### src/rtl/zc_quality_det.sv
module zc_quality_det #(
  parameter int ERR_W    = 8,
  parameter int GOOD_LIM = 8,
  parameter int RUN_LEN  = 4,
  parameter int IDLE_MAX = 16
) (
  input  logic             clk,
  input  logic             rst,
  input  logic             xing_vld,
  input  logic [ERR_W-1:0] xing_err,
  input  logic             bit_tick,
  input  logic             rx_psave,
  output logic             quality
);
  localparam int MAG_W = ERR_W + 1;
  localparam int RUN_W = $clog2(RUN_LEN + 1);
  localparam int IDL_W = $clog2(IDLE_MAX + 1);

  logic [MAG_W-1:0] err_ext, err_mag;
  logic             is_good;
  logic [RUN_W-1:0] run_q, run_d;
  logic [IDL_W-1:0] idle_q, idle_d;
  logic             flag_q;

  assign err_ext = {xing_err[ERR_W-1], xing_err};
  assign err_mag = err_ext[MAG_W-1] ? (~err_ext + 1'b1) : err_ext;
  assign is_good = err_mag <= MAG_W'(GOOD_LIM);

  always_comb begin
    run_d  = run_q;
    idle_d = idle_q;
    if (xing_vld) begin
      idle_d = '0;
      if (!is_good)
        run_d = '0;
      else if (run_q != RUN_W'(RUN_LEN))
        run_d = run_q + 1'b1;
    end else if (bit_tick && idle_q != IDL_W'(IDLE_MAX)) begin
      idle_d = idle_q + 1'b1;
      if (idle_q == IDL_W'(IDLE_MAX - 1))
        run_d = '0;
    end
  end

  always_ff @(posedge clk) begin
    if (rst || rx_psave) begin
      run_q  <= '0;
      idle_q <= '0;
      flag_q <= 1'b0;
    end else begin
      run_q  <= run_d;
      idle_q <= idle_d;
      flag_q <= run_d == RUN_W'(RUN_LEN);
    end
  end

  assign quality = flag_q & ~rx_psave;
endmodule

### config.mk
export PLATFORM = sky130hd
export DESIGN_NAME = zc_quality_det
export DESIGN_NICKNAME = d
export VERILOG_FILES = /design/src/rtl/zc_quality_det.sv
export SDC_FILE = /design/constraint.sdc
export NUM_CORES = 1
export LEC_CHECK = 0
export ABC_CLOCK_PERIOD_IN_PS = 1350
export BUFFER_PORTS_ARGS = -buffer_cell sky130_fd_sc_hd__buf_2
export CAP_MARGIN = 20
export CORE_AREA = 2 2 39 41
export CTS_BUF_LIST = sky130_fd_sc_hd__clkbuf_2 sky130_fd_sc_hd__clkbuf_4 sky130_fd_sc_hd__clkbuf_8
export CTS_CLUSTER_DIAMETER = 100
export DETAILED_ROUTE_END_ITERATION = 12
export DIE_AREA = 0 0 41 43
export HOLD_SLACK_MARGIN = 0.1
export PLACE_DENSITY_LB_ADDON = 0.2
export RECOVER_POWER = 50
export SLEW_MARGIN = 30
export SYNTH_ARGS = -nofsm -noshare
export SYNTH_HDL_FRONTEND = slang
export SYNTH_SLANG_ARGS = --single-unit
### constraint.sdc
create_clock -name clk -period 1.35 [get_ports clk]
set_input_delay 0.135 -clock clk [delete_from_list [all_inputs] [get_ports clk]]
set_output_delay 0.135 -clock clk [all_outputs]
set_load 0.02 [all_outputs]
==> metrics.cfg <==
[detailed_routing]
drc=0
drtAntennaViolNets=0
dr.pass1.iters=4
wl_per_cell_um=11.38
drt_wl_total_um=1331
first_iter_violations=6
vias=610
via_per_inst=5.214

[global_routing]
grt_use_met1_pct=21.94
grt_pass1_wl_um=2249
grt_start_max_net_pins=7
grt-busiest-layer=met2
met2_usage_pct=30.00
grt.met3_usage_pct=3.141
grt_remaining_overflow=0
antenna_found_initial=0
grtUsageTotal_pct=18.89
grt_pass1_vias=587

[sta]
timing.final.hold_violations=0
finalWorstSetupSlack_ns=-0.09993
whs_ns=0.1296
fmax_ghz=0.6897
finalCriticalPeriod_ns=1.450
setup_viol=6
rsz0062_at_grt=yes
worst_pin_slew_ns=0.2874
post-route-period-util_pct=107.4
relSlewSlack_pct=80.69
drv_slew=0
skew_ns=0.005990

[layout]
fin_nets=121
area_delta_synth_final_pct=36.70
antenna_cells=0
drive_gt1_share_pct=38.61
num-fill-cells=125

[synth]
synth_edf_count=0
yosysUniqueCellTypes=29
yosys_warnings=0
synth_most_common_cell=dfxtp_1
yosys.area.top_type_share_pct=29.69
syn_inst=73
yosys_register_bits=9
synth_common_cells=9 x dfxtp_1, 8 x inv_1, 6 x ha_1
async_flop_share_pct=0
ys_top_cells_by_area=dfxtp_1 30%, ha_1 12%, xnor2_1 5.8%
ys_seq_area_share_pct=29.69
syn_nets=92
synth_area_leader_cell=dfxtp_1
synth.avg_cell_area_um2=8.313
synth_ff_type=dfxtp_1
synth_area_um2=606.8

[floorplanning]
core_mm2=0.001384
fp.dieH_um=43
num_rows=14
fp.dieW_um=41
num_io_pins=14
die_area_mm2=0.001763
start_util_pct=43.85

[critical_path]
cp_slowest_cell=dfxtp_2
path_cells=inv_2, ha_2, nand2_1, o31a_1, a21oi_1, a31oi_1, a211oi_2
critPathArrivalTime_ns=1.64
worstSetupStartpointType=flip-flop
path_class=reg -> reg
max_stage_delay_ns=0.34
required_ns=1.54
crit_path_max_fanout=4
cp-end-kind=flip-flop

[status]
violations=setup timing
outcome=complete, but fails checks

[cts]
clock-sinks=9
clockRootBuffer=clkbuf_4
clk_latency_ns=0.27
cts_tree=yes
path_clk_slew_ns=0.07
cts.path.max_buffers=2
cts_buffers=3
htree_num_levels=1

[job]
drv_cap=0

[power_and_ir_drop]
power.density_mw_per_mm2=710.3
total_power_mw=0.5892
p_leak_nw=0.3424
ir_drop_mv=0.3367

[placement]
gp_congestion=0.7129
dp_hpwl_um=1028
port_buffers=13

[worst_hold_path]
hp-class=in -> reg

## final cells by class
| cell class | count | area [um^2] | area share, % |
|---|---|---|---|
| inverters | 8 | 30.03 | 3.620 |
| well taps | 16 | 20.02 | 2.413 |
| flip-flops and latches | 9 | 182.7 | 22.02 |
| clock inverters | 1 | 5.005 | 0.6033 |
| repair buffers | 24 | 148.9 | 17.95 |
| clock buffers | 3 | 22.52 | 2.715 |
| multi-input cells | 56 | 420.4 | 50.68 |
## kinds of logic (layout without fill, tap and decap cells)
kind of cell | after synthesis | in the layout | synth area share [%]
AND/OR/NAND/NOR | 27 | 27 | 23.71
AO/OA/AOI/OAI | 17 | 17 | 20.62
flip-flops | 9 | 9 | 29.69
buffers and inverters | 8 | 36 | 4.949
adder cells (fa/ha/maj) | 6 | 6 | 12.37
XOR/XNOR | 6 | 6 | 8.660
## sequential cells by signal, indices dropped and copies added, names as in the netlist
name    flops
flag_q      1
idle_q      5
run_q       3
## final timing paths
path / slack, ns / startpoint / cells past startpoint / end
max: -0.1 / idle_q[1] / 7 / flag_q
min: 0.13 / rx_psave / 2 / run_q[0]
max reg2reg: -0.1 / idle_q[1] / 7 / flag_q
min reg2reg: 0.54 / idle_q[3] / 2 / idle_q[3]
## metrics by stage
| stage | instance area [um^2] | setup slack [ns] | util [%] | TNS (ns) | instances |
|---|---|---|---|---|---|
| 6_report | 829.5 | -0.09993 | 59.95 | -0.3408 | 117 |
| 3_3_place_gp | 764.5 | -0.2072 | 55.24 | -0.6513 | 110 |
| 3_5_place_dp | 764.5 | -0.2448 | 55.24 | -0.8613 | 110 |
| 5_1_grt | 829.5 | -0.1451 | 59.95 | -0.7321 | 117 |
| 4_1_cts | 812.0 | -0.08515 | 58.68 | -0.2359 | 116 |
| 2_1_floorplan | 619.3 | -0.04057 | - | -0.04057 | 73 |
## power breakdown
part	switching, mW	total, mW	internal (mW)
Sequential	0.00188	0.269	0.267
Combinational	0.0479	0.0992	0.0513
Clock	0.111	0.221	0.110
## critical path: cells and delay by family, from the launching register on
kind,cells,cell delay (ns)
adders and majority gates,1,0.15
buffers and inverters,1,0.06
DFF,1,0.34
AOI/OAI and AO/OA,4,0.78
and+or+nand+nor,1,0.04
## cell usage in the layout (no fill, tap or decap), types with 2 or more instances in the layout
cell type	n
or3_1	2
ha_2	2
clkbuf_4	3
dfxtp_1	7
nand4_1	2
nand2_1	4
dfxtp_2	2
xor2_1	2
nand2b_1	2
buf_4	10
o21ai_0	2
nor3_1	5
inv_1	6
a21oi_1	2
inv_2	2
nor2_1	5
a32oi_1	2
xnor2_1	4
o21ai_1	2
buf_2	12
ha_1	4
## per-layer routing
| layer | share of wire, % | up-vias | routed length [um] |
|---|---|---|---|
| li1 | - | 316 | - |
| met1 | 46 | 275 | 610 |
| met2 | 49 | 15 | 646 |
| met3 | 3.2 | 4 | 43 |
| met4 | 2.3 | 0 | 31 |
| met5 | 0 | - | 0 |
## repair_timing
item	in CTS	in global routing
gates resized for setup	1	2
endpoints found under the hold margin	1	0
pin swaps	4	1
setup endpoints to repair	6	6
hold buffers	1	0
cloned	0	0
buffers inserted	1	1
(Power assumes the default switching activity.)
